**src/rtl/cfgchain_pkg.sv**
```systemverilog
`timescale 1ns/1ps
package cfgchain_pkg;

    typedef enum logic [1:0] {
        ST_HUNT,
        ST_LEN,
        ST_LOAD,
        ST_PASS
    } chain_state_e;

    typedef struct packed {
        logic rise;
        logic fall;
        logic data;
    } cclk_evt_t;

    function automatic int cnt_bits(input int n);
        return (n < 2) ? 1 : $clog2(n);
    endfunction

endpackage

```
**src/rtl/cfgchain_cclk_sync.sv**
```systemverilog
`timescale 1ns/1ps
module cfgchain_cclk_sync
    import cfgchain_pkg::*;
(
    input  logic      clk,
    input  logic      rst,
    input  logic      cclk_in,
    input  logic      din_in,
    output cclk_evt_t evt
);

    logic [1:0] ck_sync;
    logic [1:0] d_sync;
    logic       ck_prev;

    // reset to the idle-high level so no spurious rising edge follows reset
    always_ff @(posedge clk) begin
        if (rst) begin
            ck_sync <= 2'b11;
            d_sync  <= 2'b11;
            ck_prev <= 1'b1;
        end else begin
            ck_sync <= {ck_sync[0], cclk_in};
            d_sync  <= {d_sync[0], din_in};
            ck_prev <= ck_sync[1];
        end
    end

    always_comb begin
        evt.rise = ck_sync[1] & ~ck_prev;
        evt.fall = ~ck_sync[1] & ck_prev;
        evt.data = d_sync[1];
    end

endmodule

```
**src/rtl/cfgchain_stream_ctrl.sv**
```systemverilog
`timescale 1ns/1ps
module cfgchain_stream_ctrl
    import cfgchain_pkg::*;
#(
    parameter int           LEN_W    = 24,
    parameter int           PRE_W    = 4,
    parameter logic [PRE_W-1:0] PREAMBLE = 4'b0010
) (
    input  logic clk,
    input  logic rst,
    input  logic bit_rise,
    input  logic bit_data,
    output logic ld_valid,
    output logic ld_data,
    output logic ld_last,
    output logic fwd_valid,
    output logic fwd_data,
    output logic in_pass
);

    localparam int CNT_W = cnt_bits(LEN_W);
    localparam logic [CNT_W-1:0] LEN_LAST = CNT_W'(LEN_W - 1);

    chain_state_e     state;
    logic [PRE_W-1:0] pre_sh;
    logic [LEN_W-1:0] len_sh;
    logic [CNT_W-1:0] len_cnt;
    logic [LEN_W-1:0] remain;
    logic [PRE_W-1:0] pre_next;
    logic [LEN_W-1:0] len_next;

    assign pre_next = {pre_sh[PRE_W-2:0], bit_data};
    assign len_next = {len_sh[LEN_W-2:0], bit_data};

    always_ff @(posedge clk) begin
        if (rst) begin
            state   <= ST_HUNT;
            pre_sh  <= '1;
            len_sh  <= '0;
            len_cnt <= '0;
            remain  <= '0;
        end else if (bit_rise) begin
            unique case (state)
                ST_HUNT: begin
                    pre_sh <= pre_next;
                    if (pre_next == PREAMBLE) begin
                        state   <= ST_LEN;
                        len_cnt <= '0;
                        pre_sh  <= '1;
                    end
                end
                ST_LEN: begin
                    len_sh  <= len_next;
                    len_cnt <= len_cnt + 1'b1;
                    if (len_cnt == LEN_LAST) begin
                        remain <= len_next;
                        state  <= (len_next == '0) ? ST_PASS : ST_LOAD;
                    end
                end
                ST_LOAD: begin
                    remain <= remain - 1'b1;
                    if (remain == LEN_W'(1)) begin
                        state <= ST_PASS;
                    end
                end
                default: ;
            endcase
        end
    end

    always_comb begin
        ld_valid  = bit_rise && (state == ST_LOAD);
        ld_data   = bit_data;
        ld_last   = (remain == LEN_W'(1));
        fwd_valid = bit_rise && (state == ST_PASS);
        fwd_data  = bit_data;
        in_pass   = (state == ST_PASS);
    end

endmodule

```
**src/rtl/cfgchain_word_pack.sv**
```systemverilog
`timescale 1ns/1ps
module cfgchain_word_pack
    import cfgchain_pkg::*;
#(
    parameter int WORD_W = 8
) (
    input  logic              clk,
    input  logic              rst,
    input  logic              in_valid,
    input  logic              in_data,
    input  logic              in_last,
    output logic              out_valid,
    output logic [WORD_W-1:0] out_data
);

    localparam int WC_W = cnt_bits(WORD_W);
    localparam logic [WC_W-1:0] FILL_LAST = WC_W'(WORD_W - 1);

    logic [WORD_W-1:0] acc;
    logic [WORD_W-1:0] acc_next;
    logic [WC_W-1:0]   fill;

    assign acc_next = {acc[WORD_W-2:0], in_data};

    always_ff @(posedge clk) begin
        if (rst) begin
            acc       <= '0;
            fill      <= '0;
            out_valid <= 1'b0;
            out_data  <= '0;
        end else begin
            out_valid <= 1'b0;
            if (in_valid) begin
                if (fill == FILL_LAST || in_last) begin
                    out_valid <= 1'b1;
                    out_data  <= acc_next;
                    acc       <= '0;
                    fill      <= '0;
                end else begin
                    acc  <= acc_next;
                    fill <= fill + 1'b1;
                end
            end
        end
    end

endmodule

```
**src/rtl/cfgchain_fwd_retime.sv**
```systemverilog
`timescale 1ns/1ps
module cfgchain_fwd_retime (
    input  logic clk,
    input  logic rst,
    input  logic fwd_valid,
    input  logic fwd_data,
    input  logic cclk_fall,
    output logic dout
);

    logic hold;

    always_ff @(posedge clk) begin
        if (rst) begin
            hold <= 1'b1;
            dout <= 1'b1;
        end else begin
            if (fwd_valid) begin
                hold <= fwd_data;
            end
            if (cclk_fall) begin
                dout <= hold;
            end
        end
    end

endmodule

```
**src/rtl/cfg_chain_slave.sv**
```systemverilog
`timescale 1ns/1ps
module cfg_chain_slave
    import cfgchain_pkg::*;
#(
    parameter int WORD_W = 8,
    parameter int LEN_W  = 24
) (
    input  logic              clk,
    input  logic              rst,
    input  logic              cclk_in,
    input  logic              din_in,
    output logic              dout,
    output logic              wr_valid,
    output logic [WORD_W-1:0] wr_data,
    output logic              configured
);

    cclk_evt_t evt;
    logic      cclk_fall;
    logic      ld_valid, ld_data, ld_last;
    logic      fwd_valid, fwd_data;

    assign cclk_fall = evt.fall;

    cfgchain_cclk_sync u_sync (
        .clk     (clk),
        .rst     (rst),
        .cclk_in (cclk_in),
        .din_in  (din_in),
        .evt     (evt)
    );

    cfgchain_stream_ctrl #(
        .LEN_W    (LEN_W),
        .PRE_W    (4),
        .PREAMBLE (4'b0010)
    ) u_ctrl (
        .clk       (clk),
        .rst       (rst),
        .bit_rise  (evt.rise),
        .bit_data  (evt.data),
        .ld_valid  (ld_valid),
        .ld_data   (ld_data),
        .ld_last   (ld_last),
        .fwd_valid (fwd_valid),
        .fwd_data  (fwd_data),
        .in_pass   (configured)
    );

    cfgchain_word_pack #(
        .WORD_W (WORD_W)
    ) u_pack (
        .clk       (clk),
        .rst       (rst),
        .in_valid  (ld_valid),
        .in_data   (ld_data),
        .in_last   (ld_last),
        .out_valid (wr_valid),
        .out_data  (wr_data)
    );

    cfgchain_fwd_retime u_fwd (
        .clk       (clk),
        .rst       (rst),
        .fwd_valid (fwd_valid),
        .fwd_data  (fwd_data),
        .cclk_fall (cclk_fall),
        .dout      (dout)
    );

endmodule

```
**config.mk**
```make
export PLATFORM = sky130hd
export DESIGN_NAME = cfg_chain_slave
export DESIGN_NICKNAME = d
export VERILOG_FILES = /design/src/rtl/cfgchain_pkg.sv /design/src/rtl/cfgchain_cclk_sync.sv /design/src/rtl/cfgchain_stream_ctrl.sv /design/src/rtl/cfgchain_word_pack.sv /design/src/rtl/cfgchain_fwd_retime.sv /design/src/rtl/cfg_chain_slave.sv
export SDC_FILE = /design/constraint.sdc
export NUM_CORES = 1
export LEC_CHECK = 0
export ABC_AREA = 1
export BUFFER_PORTS_ARGS = -buffer_cell sky130_fd_sc_hd__buf_4
export CORE_UTILIZATION = 40
export CTS_CLUSTER_SIZE = 40
export DETAILED_ROUTE_END_ITERATION = 16
export PLACE_DENSITY_LB_ADDON = 0.3
export SYNTH_ARGS = -nofsm -noshare
export SYNTH_HDL_FRONTEND = slang
export SYNTH_HIERARCHICAL = 1
export SYNTH_SLANG_ARGS = --single-unit
```
**constraint.sdc**
```tcl
create_clock -name clk -period 5.2 [get_ports clk]
set_input_delay 0 -clock clk [delete_from_list [all_inputs] [get_ports clk]]
set_output_delay 0 -clock clk [all_outputs]
set_load 0.05 [all_outputs]
```
==> After elaboration in Yosys (flattened, before gate mapping) <==
Cells that the tools add are included.
{ "classes": {"eq_ne": 10, "add_sub_neg": 3, "n_mux": 13, "n_reduce_logical": 15, "n_bitwise": 5} }
{ "ops": {"columns": ["cell", "n"], "rows": [
  ["$pmux W24 S2", 1],
  ["$eq A24 B1 Y1 const B", 1],
  ["$logic_not A24 Y1", 1],
  ["$mux W24", 1],
  ["$sub A24 B1 Y24 const B", 1],
  ["$pmux W5 S2", 1],
  ["$mux W7", 1],
  ["$mux W2", 3],
  ["$mux W3", 2],
  ["$ne A2 B1 Y1 const B", 3],
  ["$pmux W2 S3", 1],
  ["$reduce_and A2 Y1", 3],
  ["$reduce_and A3 Y1", 2],
  ["$add A5 B1 Y5 const B", 1],
  ["$eq A5 B5 Y1 const B", 1],
  ["$mux W5", 1],
  ["$reduce_and A5 Y1", 1],
  ["$eq A2 B2 Y1 const B", 2],
  ["$eq A4 B2 Y1 const B", 1],
  ["$reduce_bool A2 Y1", 2],
  ["$add A3 B1 Y3 const B", 1],
  ["$eq A3 B3 Y1 const B", 1],
  ["$not A1 Y1", 3],
  ["$reduce_bool A3 Y1", 1],
  ["7 further kinds", 10]
]} }
{ "totals": {"wordCells": 60, "output_inout_bits": 11, "ff_bits": 83, "in_bits": 4} }

==> Depth between registers and ports, before layout <==
{ "depth": {"ltp_word": 5, "ltp_mapped": 10} }

==> Hierarchy <==
Netlist, hierarchy kept.
{ "modules_own_cells": {"columns": ["mod", "cells_each", "seq_area_each_um2", "area_per_inst_um2", "n_inst"], "rows": [
  ["cfgchain_stream_ctrl", 494, 1141.1, 3201.8, 1],
  ["cfgchain_word_pack", 94, 380.4, 772.0, 1],
  ["cfgchain_cclk_sync", 20, 100.1, 160.2, 1],
  ["cfgchain_fwd_retime", 11, 40.0, 76.3, 1]
]} }

==> Least setup slack after synthesis <==
Ideal clock, no wire load.
{ "synth_timing": {"kind": "register -> register", "start": "reg u_ctrl.remain[8]", "end": "reg u_pack.out_data[0]", "arrival_ns": 1.613, "setup_slack_ns": 3.527, "setup_ns": 0.060, "period_less_slack_ns": 1.673, "stages_incl_launch_ff": 10, "cell_sequence": "dfxtp_1 > nor2_2 > nand2_1 > nor2_2 > inv_1 > nor4_1 > inv_1 > nand2_1 > nand4_1 > nand2_1"} }
{ "synth_between": {"elab_chain_cells": 3} }
{ "synth_lines": {"columns": ["item", "line_no", "text"], "rows": [
  ["start, declared", "cfgchain_stream_ctrl.sv:28", "logic [LEN_W-1:0] remain;"],
  ["start signal, assigned", "cfgchain_stream_ctrl.sv:56", "remain <= len_next;"],
  ["start signal, assigned", "cfgchain_stream_ctrl.sv:61", "remain <= remain - 1'b1;"],
  ["$eq A24 B1 Y1", "cfgchain_stream_ctrl.sv:74", "ld_last = (remain == LEN_W'(1));"],
  ["named net ld_last", "cfg_chain_slave.sv:20", "logic ld_valid, ld_data, ld_last;"],
  ["$logic_or A1 B1 Y1", "cfgchain_word_pack.sv:34", "if (fill == FILL_LAST || in_last) begin"],
  ["$reduce_and A2 Y1 (no source line)", null, null],
  ["end signal, assigned", "cfgchain_word_pack.sv:36", "out_data <= acc_next;"],
  ["end, declared", "cfgchain_word_pack.sv:13", "output logic [WORD_W-1:0] out_data"]
]} }
The timed path passes the listed nets, and every way through them passes these cells.
A chain may end at the register's enable or synchronous reset.

==> Final worst setup path <==
{ "layout_timing": {"start": "reg u_ctrl.state[0]", "end": "reg u_ctrl.remain[7]"} }
{ "layout_between": {"elab_chain_cells": 3} }
{ "layout_lines": {"columns": ["item", "line_no", "text"], "rows": [
  ["start, declared", "cfgchain_stream_ctrl.sv:24", "chain_state_e state;"],
  ["start signal, assigned", "cfgchain_stream_ctrl.sv:57", "state <= (len_next == '0) ? ST_PASS : ST_LOAD;"],
  ["$eq A2 B1 Y1 / $eq A2 B2 Y1 (equally long branches)", "cfgchain_stream_ctrl.sv:43", "unique case (state)"],
  ["$ne A2 B1 Y1 (no source line) / $reduce_bool A2 Y1 (equally long branches)", null, null],
  ["$reduce_and A3 Y1 (no source line)", null, null]
]} }
Parallel ways exist; a longest one is shown, timed or not.

==> run_results.csv <==
group,metric,value,unit
sta,skew,14.0,ps
sta,setup-tns-final,0,ps
floorplan,fp-row-count,37,
hold_path,hp-start,"rst",
sta,slew_violations,0,
synth,synthDistinctLibCells,36,
global_routing,grt_max_degree,44,
finish,drive_gt1_frac,0.0815,
clocking,clock_latency,370,ps
floorplan,die_area,10900,sq um
route,post_drt_wl_per_cell,12.6,um
pwr,vdd_ir_drop_max,0.000167,V
pwr,pwr_density_cell,246,nW/um^2
pwr,p_sw_frac,0.251,
synth,synth_ff_type,"dfxtp_1",
finish,nNetsFinal,634,
synth,synth_async_sr_flop_share,0,
finish,area_delta_synth_final,7.82,%
floorplan,io_pins,15,
placement,gp_congestion,0.835,
floorplan,initial_core_util,0.410,
sta,layout_setup_ws,2230,ps
worst_setup_path,arrival,3230,ps
synth,synth_area_leader_cell,"dfxtp_1",
pwr,seqPwrFrac,0.572,
synth,ys_warn_count,6,
synth,synth_top_cells_by_count,"nand2_1, dfxtp_1, inv_1",
route,routed_wl,9620,um
worst_setup_path,r2r_start,"u_ctrl/state[0]",
synth,synth_area,4210,sq um
placement,dp_hpwl,6680,um
floorplan,die_x,105,um
global_routing,grt_pass1_vias,3526,
worst_setup_path,r2r_slack,2230,ps
placement,numPortBuffers,14,
global_routing,grt_pass1_wl,16600,um
synth,synthCells,619,
clocking,cts_tree,"built",
global_routing,antenna_found_initial,0,
worst_setup_path,reg2reg_to,"u_ctrl/remain[7]",
global_routing,grtUsageTotal,0.187,
worst_setup_path,critPathRequiredTime,5460,ps
pwr,p_int,836,uW
synth,synth_area_per_cell,6.80,sq um
worst_setup_path,cp-end-kind,"register",
clocking,cts.sinks,83,
hold_path,hold_end,"u_ctrl/remain[16]",
sta,finalCritPeriodShare,0.571,
finish,final-seq-area,1660,sq um
worst_setup_path,path_max_fanout,31,
worst_setup_path,worstSetupStartpointType,"register",
synth,ys_seq_area_frac,0.395,
clocking,max-clock-path-buffers,2,
clocking,clk_pin_slew,100,ps
clocking,cts_buffers,9,
clocking,htree_levels,3,
clocking,cts_resized,0,
hold_path,whs_path_depth,2,
synth,ys_ff_latch,83,
hold_path,hold_path_class,"primary input to register",
pwr,p_switching,281,uW
pwr,combPwrFrac,0.023,
run_status,outcome,"complete, no violations",
floorplan,core_area,10300,sq um
sta,max_slew_margin,0.248,
sta,fmax,337,MHz
worst_setup_path,worst-r2r-cell-count,9,
global_routing,globalRouteOverflowTotal,0,
route,viasPerCell,5.03,
route,drtAntennaViolNets,0,
finish,antennaDiodeCount,0,
sta,finalHoldViolCount,0,
worst_setup_path,timing_worst_setup_path_type,"register to register",
synth,synth.most_common_cell,"nand2_1",
sta,fin_crit,2970,ps
sta,rsz0062_at_grt,"no",
route,drt_iter0_markers,216,
flow_run,max_cap_violations,0,
floorplan,die_h,105,um
route,first_pass_iters,4,
sta,tightest_slew,1130,ps
synth,synthTopCellsByArea,"dfxtp_1, nand2_1, inv_1, o21ai_0, a21oi_1",
placement,dpl_worst_slack,2290,ps
finish,fillCellCount,1083,
pwr,clockPowerShare,0.405,
sta,setup_viol,0,
synth,synth_top_area_share,0.395,
synth,synth_fp_nets,632,
clocking,root_buffer,"clkbuf_8",
finish,multiInputGateArea,2070,sq um
route,drc,0,
pwr,leakage,1.96,nW
route,dr_total_vias,3835,
synth,synth_edf_count,0,
[critical path, stage by stage, from the launching register on]
cell and delay [ps]:
dfxtp_1 340, inv_1 100, ha_1 910, nand2_1 150, nand2_1 130, nand2_2 360
inv_2 370, o21ai_0 200, o21ai_0 210, a21oi_1 90
[repair_timing]
item                                   4_1_cts  5_1_grt
endpoints found under the hold margin        2        0
buffers inserted                             0        0
hold buffers                                 2        0
[metal layers]
layer	GRT usage	wire length, um
met3	0.0374	341
met4	0.0835	210
met2	0.287	4270
met5	0	0
met1	0.255	4800
[cells in the final DEF, fill, tap and decap left out, drive strengths merged, types with 2 or more instances in the layout]
cell / count
nand4: 19
a31oi: 2
o21ai: 61
nand2: 137
a211oi: 2
o211ai: 2
buf: 15
nand3: 38
ha: 9
clkinv: 3
nor3: 7
dfxtp: 83
nor4: 2
inv: 86
clkbuf: 10
dlygate4sd3: 2
nand3b: 4
a21oi: 58
nor2: 77
o22ai: 2
[power groups by stage]
| stage | registers (mW) | logic [mW] | clock network [mW] |
|---|---|---|---|
| final | 0.639 | 0.0255 | 0.452 |
| after global routing | 0.639 | 0.0289 | 0.490 |
| after CTS | 0.639 | 0.0259 | 0.463 |
| after detailed placement | 0.654 | 0.0246 | 0 |
| after global placement | 0.654 | 0.0241 | 0 |
| after floorplan | 0.654 | 0.0179 | 0 |
[cells by family after synthesis]
logic type               after synthesis  share of synthesized area
adder cells (fa/ha/maj)                9                     0.0267
flip-flops                            83                      0.395
AO/OA/AOI/OAI                        127                      0.162
XOR/XNOR                               2                    0.00416
AND/OR/NAND/NOR                      288                      0.300
buffers and inverters                110                      0.113
[flip-flops by register name, indices dropped and copies added (netlist names)]
| register | cells |
|---|---|
| u_ctrl/remain | 24 |
| u_ctrl/len_sh | 23 |
| u_pack/out_data | 8 |
| u_pack/acc | 7 |
| u_ctrl/len_cnt | 5 |
| u_ctrl/pre_sh | 3 |
| u_pack/fill | 3 |
| u_ctrl/state | 2 |
| u_sync/ck_sync | 2 |
| u_sync/d_sync | 2 |
| u_fwd/dout | 1 |
| u_fwd/hold | 1 |
| u_pack/out_valid | 1 |
| u_sync/ck_prev | 1 |
[per-stage QoR]
step                      hold slack, ps  power (mW)  instance area (sq um)  instances  utilization
after global placement               172       0.678                   4330        744        0.422
after CTS                           14.0        1.13                   4540        762        0.442
after global routing                28.4        1.16                   4540        762        0.442
after floorplan                     69.1       0.672                   4210        619            -
final                               22.1        1.12                   4540        762        0.442
after detailed placement             184       0.678                   4330        744        0.422
[area by class of cell]
type | instances | share of cell area
multi-input combinational | 426 | 0.457
inverter | 84 | 0.0695
tap | 136 | 0.0375
clock inverter | 6 | 0.0105
sequential | 83 | 0.366
timing repair buffer | 17 | 0.0292
clock buffer | 10 | 0.0303
[how the worst max path moves through the flow]
stage | startpoint | end
CTS | u_ctrl/state[0] | u_ctrl/remain[7]
global placement | u_ctrl/state[0] | u_ctrl/remain[7]
detailed placement | u_ctrl/state[0] | u_ctrl/remain[7]
finish | u_ctrl/state[0] | u_ctrl/remain[7]
global route | u_ctrl/state[0] | u_ctrl/remain[7]
floorplan | u_ctrl/remain[8] | u_pack/out_data[0]
(Power assumes the default switching activity.)
